File: src/rtl/tok_host_pkg.sv
package tok_host_pkg;
  localparam int unsigned STATUS_BIT = 0;

  typedef enum logic [1:0] {BC_IDLE, BC_SETUP, BC_STROBE} bc_state_e;

  typedef enum logic [2:0] {
    SQ_IDLE, SQ_POLL_GO, SQ_POLL_WAIT, SQ_DATA_GO, SQ_DATA_WAIT, SQ_DELIVER
  } sq_state_e;

  typedef enum logic [1:0] {XF_WRITE, XF_NULL, XF_READ} xfer_e;
endpackage

File: src/rtl/tok_bus_cycle.sv
module tok_bus_cycle
  import tok_host_pkg::*;
#(
  parameter int unsigned DW     = 8,
  parameter int unsigned HOLD_W = 4
) (
  input  logic              clk_i,
  input  logic              rst_ni,
  input  logic              start_i,
  input  logic              a0_i,
  input  logic              rw_i,
  input  logic [DW-1:0]     wdata_i,
  input  logic [HOLD_W-1:0] hold_i,
  output logic              done_o,
  output logic [DW-1:0]     rdata_o,
  output logic              bus_a0_o,
  output logic              bus_cs_no,
  output logic              bus_rw_o,
  output logic [DW-1:0]     bus_d_o,
  output logic              bus_d_oe_o,
  input  logic [DW-1:0]     bus_d_i
);
  bc_state_e         st_q;
  logic              a0_q, rw_q, done_q;
  logic [DW-1:0]     wd_q, rd_q;
  logic [HOLD_W-1:0] cnt_q;

  always_ff @(posedge clk_i or negedge rst_ni) begin
    if (!rst_ni) begin
      st_q   <= BC_IDLE;
      a0_q   <= 1'b0;
      rw_q   <= 1'b1;
      wd_q   <= '0;
      rd_q   <= '0;
      cnt_q  <= '0;
      done_q <= 1'b0;
    end else begin
      done_q <= 1'b0;
      unique case (st_q)
        BC_IDLE: if (start_i) begin
          a0_q <= a0_i;
          rw_q <= rw_i;
          wd_q <= wdata_i;
          st_q <= BC_SETUP;
        end
        BC_SETUP: begin
          cnt_q <= (hold_i == '0) ? '0 : hold_i - 1'b1;
          st_q  <= BC_STROBE;
        end
        BC_STROBE: begin
          if (cnt_q == '0) begin
            rd_q   <= bus_d_i;
            done_q <= 1'b1;
            st_q   <= BC_IDLE;
          end else begin
            cnt_q <= cnt_q - 1'b1;
          end
        end
        default: st_q <= BC_IDLE;
      endcase
    end
  end

  assign bus_a0_o   = a0_q;
  assign bus_rw_o   = rw_q;
  assign bus_cs_no  = (st_q != BC_STROBE);
  assign bus_d_oe_o = (st_q == BC_STROBE) && !rw_q;
  assign bus_d_o    = bus_d_oe_o ? wd_q : '0;
  assign done_o     = done_q;
  assign rdata_o    = rd_q;

  assert_setup_R2: assert property (@(posedge clk_i) disable iff (!rst_ni)
    $fell(bus_cs_no) |-> $stable(bus_a0_o) && $stable(bus_rw_o));

  assert_cs_stable_R2: assert property (@(posedge clk_i) disable iff (!rst_ni)
    (!bus_cs_no && $past(!bus_cs_no)) |-> $stable(bus_a0_o) && $stable(bus_rw_o));
endmodule

File: src/rtl/tok_seq.sv
module tok_seq
  import tok_host_pkg::*;
#(
  parameter int unsigned DW     = 8,
  parameter int unsigned POLL_W = 16
) (
  input  logic              clk_i,
  input  logic              rst_ni,
  input  logic [POLL_W-1:0] poll_limit_i,
  input  logic              irq_i,
  input  logic [DW-1:0]     dn_data_i,
  input  logic              dn_last_i,
  input  logic              dn_valid_i,
  output logic              dn_ready_o,
  output logic [DW-1:0]     up_data_o,
  output logic              up_valid_o,
  input  logic              up_ready_i,
  output logic              token_o,
  output logic              timeout_o,
  output logic              start_o,
  output logic              a0_o,
  output logic              rw_o,
  output logic [DW-1:0]     wdata_o,
  input  logic              done_i,
  input  logic [DW-1:0]     rdata_i
);
  sq_state_e         st_q;
  xfer_e             mode_q;
  logic              token_q, in_msg_q, timeout_q, up_valid_q;
  logic [DW-1:0]     up_data_q;
  logic [POLL_W-1:0] poll_cnt_q;
  logic              limit_hit;

  assign limit_hit = ({1'b0, poll_cnt_q} + 1'b1) >= {1'b0, poll_limit_i};

  always_ff @(posedge clk_i or negedge rst_ni) begin
    if (!rst_ni) begin
      st_q       <= SQ_IDLE;
      mode_q     <= XF_WRITE;
      token_q    <= 1'b1;
      in_msg_q   <= 1'b0;
      timeout_q  <= 1'b0;
      up_valid_q <= 1'b0;
      up_data_q  <= '0;
      poll_cnt_q <= '0;
    end else begin
      unique case (st_q)
        SQ_IDLE: begin
          poll_cnt_q <= '0;
          if (!timeout_q) begin
            if (token_q) begin
              if (dn_valid_i) begin
                mode_q <= XF_WRITE;
                st_q   <= SQ_POLL_GO;
              end else if (irq_i && !in_msg_q) begin
                mode_q <= XF_NULL;
                st_q   <= SQ_POLL_GO;
              end
            end else if (irq_i) begin
              mode_q <= XF_READ;
              st_q   <= SQ_POLL_GO;
            end
          end
        end
        SQ_POLL_GO: st_q <= SQ_POLL_WAIT;
        SQ_POLL_WAIT: if (done_i) begin
          if (!rdata_i[STATUS_BIT]) begin
            st_q <= SQ_DATA_GO;
          end else if (limit_hit) begin
            timeout_q <= 1'b1;
            st_q      <= SQ_IDLE;
          end else begin
            poll_cnt_q <= poll_cnt_q + 1'b1;
            st_q       <= SQ_POLL_GO;
          end
        end
        SQ_DATA_GO: st_q <= SQ_DATA_WAIT;
        SQ_DATA_WAIT: if (done_i) begin
          unique case (mode_q)
            XF_WRITE: begin
              in_msg_q <= !dn_last_i;
              if (dn_last_i) token_q <= 1'b0;
              st_q <= SQ_IDLE;
            end
            XF_NULL: begin
              token_q <= 1'b0;
              st_q    <= SQ_IDLE;
            end
            default: begin
              up_data_q  <= rdata_i;
              up_valid_q <= 1'b1;
              st_q       <= SQ_DELIVER;
            end
          endcase
        end
        SQ_DELIVER: if (up_ready_i) begin
          up_valid_q <= 1'b0;
          if (!irq_i) token_q <= 1'b1;
          st_q <= SQ_IDLE;
        end
        default: st_q <= SQ_IDLE;
      endcase
    end
  end

  assign start_o    = (st_q == SQ_POLL_GO) || (st_q == SQ_DATA_GO);
  assign a0_o       = (st_q == SQ_POLL_GO);
  assign rw_o       = (st_q == SQ_POLL_GO) || (mode_q == XF_READ);
  assign wdata_o    = (mode_q == XF_NULL) ? '0 : dn_data_i;
  assign dn_ready_o = (st_q == SQ_DATA_WAIT) && done_i && (mode_q == XF_WRITE);
  assign up_data_o  = up_data_q;
  assign up_valid_o = up_valid_q;
  assign token_o    = token_q;
  assign timeout_o  = timeout_q;

  assert_data_after_ready_R5: assert property (@(posedge clk_i) disable iff (!rst_ni)
    (start_o && !a0_o) |-> ($past(done_i) && !rdata_i[STATUS_BIT]));

  assert_up_hold_R11: assert property (@(posedge clk_i) disable iff (!rst_ni)
    (up_valid_o && !up_ready_i) |=> (up_valid_o && $stable(up_data_o)));

  assert_timeout_sticky_R6: assert property (@(posedge clk_i) disable iff (!rst_ni)
    timeout_o |=> (timeout_o && !start_o));
endmodule

File: src/rtl/tok_host_if.sv
module tok_host_if
  import tok_host_pkg::*;
#(
  parameter int unsigned DW     = 8,
  parameter int unsigned HOLD_W = 4,
  parameter int unsigned POLL_W = 16
) (
  input  logic              clk_i,
  input  logic              rst_ni,
  input  logic [HOLD_W-1:0] hold_cycles_i,
  input  logic [POLL_W-1:0] poll_limit_i,
  input  logic              irq_i,
  output logic              bus_a0_o,
  output logic              bus_cs_no,
  output logic              bus_rw_o,
  output logic [DW-1:0]     bus_d_o,
  output logic              bus_d_oe_o,
  input  logic [DW-1:0]     bus_d_i,
  input  logic [DW-1:0]     dn_data_i,
  input  logic              dn_last_i,
  input  logic              dn_valid_i,
  output logic              dn_ready_o,
  output logic [DW-1:0]     up_data_o,
  output logic              up_valid_o,
  input  logic              up_ready_i,
  output logic              token_o,
  output logic              timeout_o
);
  logic          start, a0, rw, done;
  logic [DW-1:0] wdata, rdata;

  tok_seq #(.DW(DW), .POLL_W(POLL_W)) u_seq (
    .clk_i, .rst_ni, .poll_limit_i, .irq_i,
    .dn_data_i, .dn_last_i, .dn_valid_i, .dn_ready_o,
    .up_data_o, .up_valid_o, .up_ready_i, .token_o, .timeout_o,
    .start_o(start), .a0_o(a0), .rw_o(rw), .wdata_o(wdata),
    .done_i(done), .rdata_i(rdata)
  );

  tok_bus_cycle #(.DW(DW), .HOLD_W(HOLD_W)) u_bus (
    .clk_i, .rst_ni, .start_i(start), .a0_i(a0), .rw_i(rw), .wdata_i(wdata),
    .hold_i(hold_cycles_i), .done_o(done), .rdata_o(rdata),
    .bus_a0_o, .bus_cs_no, .bus_rw_o, .bus_d_o, .bus_d_oe_o, .bus_d_i
  );
endmodule

File: config.mk
export PLATFORM = sky130hd
export DESIGN_NAME = tok_host_if
export DESIGN_NICKNAME = d
export VERILOG_FILES = /design/src/rtl/tok_host_pkg.sv /design/src/rtl/tok_bus_cycle.sv /design/src/rtl/tok_seq.sv /design/src/rtl/tok_host_if.sv
export SDC_FILE = /design/constraint.sdc
export NUM_CORES = 1
export LEC_CHECK = 0
export ABC_AREA = 1
export ABC_CLOCK_PERIOD_IN_PS = 2900
export CAP_MARGIN = 20
export CORE_UTILIZATION = 55
export DETAILED_ROUTE_END_ITERATION = 12
export DONT_BUFFER_PORTS = 1
export GPL_TIMING_DRIVEN = 0
export PLACE_DENSITY = 0.79
export SETUP_SLACK_MARGIN = 0.4
export SYNTH_ARGS = -nofsm -noshare
export SYNTH_HDL_FRONTEND = slang
export SYNTH_SLANG_ARGS = --single-unit
File: constraint.sdc
create_clock -name clk_i -period 2.9 [get_ports clk_i]
set_input_delay 0.435 -clock clk_i [delete_from_list [all_inputs] [get_ports clk_i]]
set_output_delay 0.435 -clock clk_i [all_outputs]
set_load 0.01 [all_outputs]
==> flow_metrics.tcl, run 1 <==
set metrics [dict create \
    yosysSeqAreaShare 0.414 \
    rows 28 \
    leakage_nw 2.17 \
    setup_tns_ps 0 \
    cts_max_level 3 \
    cts.sinks 58 \
    gp_congestion 0.842 \
    grt_max_degree 59 \
    worstSetupStartpoint "u_seq.poll_cnt_q[0]" \
    finalInstanceArea_um2 4190 \
    synth_cell_types 33 \
    worstPathMaxFanout 6 \
    max_freq_mhz 358 \
    fin_crit_sh 0.963 \
    drtIter0Drc 218 \
    synth_area_um2 3510 \
    wl_per_cell_um 13.4 \
    portBuffers 0 \
    dpl-instance-area_um2 3620 \
    p_per_area_nw_per_um2 741 \
    clkLatencyLatePin_ps 340 \
    grt_usage 0.245 \
    seq_power_share 0.413 \
    power_switching_mw 1.21 \
    synth_nets 553 \
    fin_skew_ps 13.8 \
    final_cell_mix "nand2_1 (137), inv_1 (68), nor2_1 (65), dfrtp_1 (55), nand3_1 (32)" \
    overflow 0 \
    core_um2 6030 \
    hp-class "input pin to register" \
    dieArea_um2 6710 \
    final_layout_size_suffix_gt1_frac 0.165 \
    yosysTopAreaCellShare 0.399 \
    start_kind "register" \
    grt_pass1_wl_um 12400 \
    hp-start "dn_last_i" \
    slew_viol_final 0 \
    final_cells 607 \
    via_per_inst 5.43 \
    ir_worst_vdd_mv 0.577 \
    io_pins 66 \
    setup_viol 0 \
    synth_seq_cells 58 \
    p_clk_frac 0.233 \
    final_common_cell "nand2_1" \
    die_height_um 81.9 \
    cts_made_buffers 9 \
    syn_area_per_cell_um2 7.14 \
    grt_pass1_vias 2959 \
    slew_headroom 0.644 \
    yosys_warnings 0 \
    die_w_um 81.9 \
    internal_power_mw 1.90 \
    placed_cells 567 \
    synth_cells 492 \
    swShare 0.388 \
    endpoint_kind "register" \
    dp_hpwl_um 5510 \
    antenna_found_initial 0 \
    status "completed" \
    drc 0 \
    vias 3299 \
    reg2reg_from "u_seq.poll_cnt_q[0]" \
    wl_um 8140 \
    root_buffer "clkbuf_8" \
    max-cap-violations 0 \
    n_antenna_cell 0 \
    synth_area_leaders "dfrtp_1 (40%), nand2_1 (16%), inv_1 (7.5%)" \
    final_antenna_net_count 0 \
    crit_slowest_cell "dfrtp_2" \
    nNetsFinal 588 \
    final-hold-violation-count 0 \
    crit_arrival_ps 3010 \
    max_stage_delay_ps 430 \
    yosysTopAreaCell "dfrtp_1" \
    dr.pass1.iters 5 \
    cts.clk_slew.worst_paths_ps 60 \
    critPathKind "register to register" \
    worstMarginPinSlew_ps 531 \
    grt_setup_unrepaired "yes" \
    critical_path.most_common_cell "nand2_1" \
    syn2layout_area_growth_pct 19.4 \
    cts_tree "yes" \
    cts_max_path_buffers 2 \
    cp_cell_sequence "buf_6 > and3_4 > nand4_1 > inv_2 > or2_2 > nand2_2 > inv_1 > ha_4 > nand2_1 > nor2_1 > nand2_1 > nand3_1 > nand2_2 > nand3_4 > nand2_4 > buf_4 > nand2_1 > nand2_1" \
    start_util 0.583 \
    comb_power_share 0.354 \
    required_ps 3120 \
    fin_crit_ps 2790 \
]
sequential cells by signal, indices dropped and copies added, names as in the netlist:
name	cells
u_seq.poll_cnt_q	16
u_bus.rdata_o	8
u_bus.wd_q	8
u_seq.up_data_o	8
u_bus.cnt_q	4
u_seq.st_q	3
u_bus.st_q	2
u_seq.mode_q	2
u_bus.bus_a0_o	1
u_bus.bus_rw_o	1
u_bus.done_o	1
u_seq.in_msg_q	1
u_seq.timeout_o	1
u_seq.token_o	1
u_seq.up_valid_o	1
Yosys cell counts:
| library cell | instances |
|---|---|
| buf_6 | 1 |
| nor2_2 | 3 |
| nor4_1 | 1 |
| and3_1 | 1 |
| o311ai_0 | 2 |
| nand3_4 | 1 |
| a21oi_1 | 11 |
| nand3_1 | 37 |
| nor3_1 | 8 |
| inv_2 | 1 |
| a31o_2 | 2 |
| nand2_1 | 148 |
| o21ai_0 | 27 |
| nand2_4 | 1 |
| clkinv_1 | 4 |
| nand4_1 | 6 |
| buf_2 | 2 |
| dfstp_2 | 2 |
| inv_1 | 70 |
| mux2i_1 | 1 |
| o21bai_1 | 1 |
| xor2_1 | 2 |
| clkbuf_1 | 3 |
| xnor2_1 | 4 |
| o21ai_1 | 1 |
| o22ai_1 | 1 |
| nor2_4 | 2 |
| o21a_1 | 1 |
| nor2_1 | 67 |
| ha_1 | 19 |
| dfrtp_1 | 56 |
| or2_2 | 5 |
| a21boi_0 | 1 |
power by group through the flow:
stage | Combinational [mW] | Sequential, mW | Clock [mW]
after floorplan | 0.749 | 1.25 | 0
after CTS | 1.05 | 1.28 | 0.734
after global placement | 0.903 | 1.29 | 0
after detailed placement | 0.938 | 1.29 | 0
after global routing | 1.27 | 1.32 | 0.767
final | 1.10 | 1.28 | 0.723
routing by layer:
metal | GRT usage | part of all wire | up-vias
li1 | - | - | 1624
met3 | 0.0556 | 0.053 | 23
met2 | 0.411 | 0.50 | 113
met1 | 0.299 | 0.43 | 1539
met5 | 0 | 0 | -
met4 | 0.109 | 0.023 | 0
worst paths after layout:
path	endpoint	slack, ps	cells after the start
hold / removal	u_seq.in_msg_q	190	1
hold reg to reg	u_bus.rdata_o[4]	480	2
setup / recovery	u_seq.poll_cnt_q[1]	110	18
max in group asynchronous	u_seq.token_o	1990	2
setup reg to reg	u_seq.poll_cnt_q[1]	110	18
min in group asynchronous	u_bus.rdata_o[3]	620	2
stage by stage:
| stage | total power, mW | hold WS [ps] | setup slack (ps) | util |
|---|---|---|---|---|
| after floorplan | 2.00 | 139 | 287 | - |
| after global placement | 2.19 | 140 | -128 | 0.601 |
| after CTS | 3.06 | 178 | 105 | 0.664 |
| final | 3.10 | 191 | 109 | 0.695 |
| after global routing | 3.35 | 202 | -51.6 | 0.695 |
| after detailed placement | 2.23 | 140 | -187 | 0.601 |
worst max-delay path, delay by kind of cell (launching register included):
kind | cells | cell delay [ps]
flops | 1 | 430
simple gates | 13 | 1540
buf+inv | 4 | 430
fa+ha+maj | 1 | 270
final cells by class:
cell class | instances | area (µm²)
Buffer | 6 | 38.8
Multi-Input combinational cell | 353 | 1920
Clock buffer | 13 | 149
Sequential cell | 58 | 1460
Timing Repair Buffer | 24 | 211
Clock inverter | 3 | 40.0
Tap cell | 75 | 93.8
Fill cell | 470 | 1840
Inverter | 75 | 283
what timing repair did:
action / 4_1_cts / 5_1_grt
endpoints found under the setup margin: 24 / 26
hold buffers: 2 / 0
resized for setup: 14 / 23
buffers inserted: 11 / 9
pin swaps: 5 / 12
endpoints found under the hold margin: 58 / 0
cloned: 1 / 1
cell families after synthesis:
logic type | count (synthesis) | share of synthesized area
and+or+nand+nor | 280 | 0.337
AOI/OAI and AO/OA | 47 | 0.0738
buffers and inverters | 81 | 0.0894
muxes | 1 | 0.00285
xor gates and xnor gates | 6 | 0.0150
DFF | 58 | 0.414
adders and majority gates | 19 | 0.0677
No activity file was read; power rests on OpenSTA's default activity.
==> run 2: changes to the inputs <==
--- a/config.mk
+++ b/config.mk
@@ -14,6 +14,7 @@
 export GPL_TIMING_DRIVEN = 0
 export PLACE_DENSITY = 0.79
 export SETUP_SLACK_MARGIN = 0.4
+export SLEW_MARGIN = 20
 export SYNTH_ARGS = -nofsm -noshare
 export SYNTH_HDL_FRONTEND = slang
 export SYNTH_SLANG_ARGS = --single-unit
==> results of run 2 <==
Final layout, timing and power as in run 1 (identical DEF).
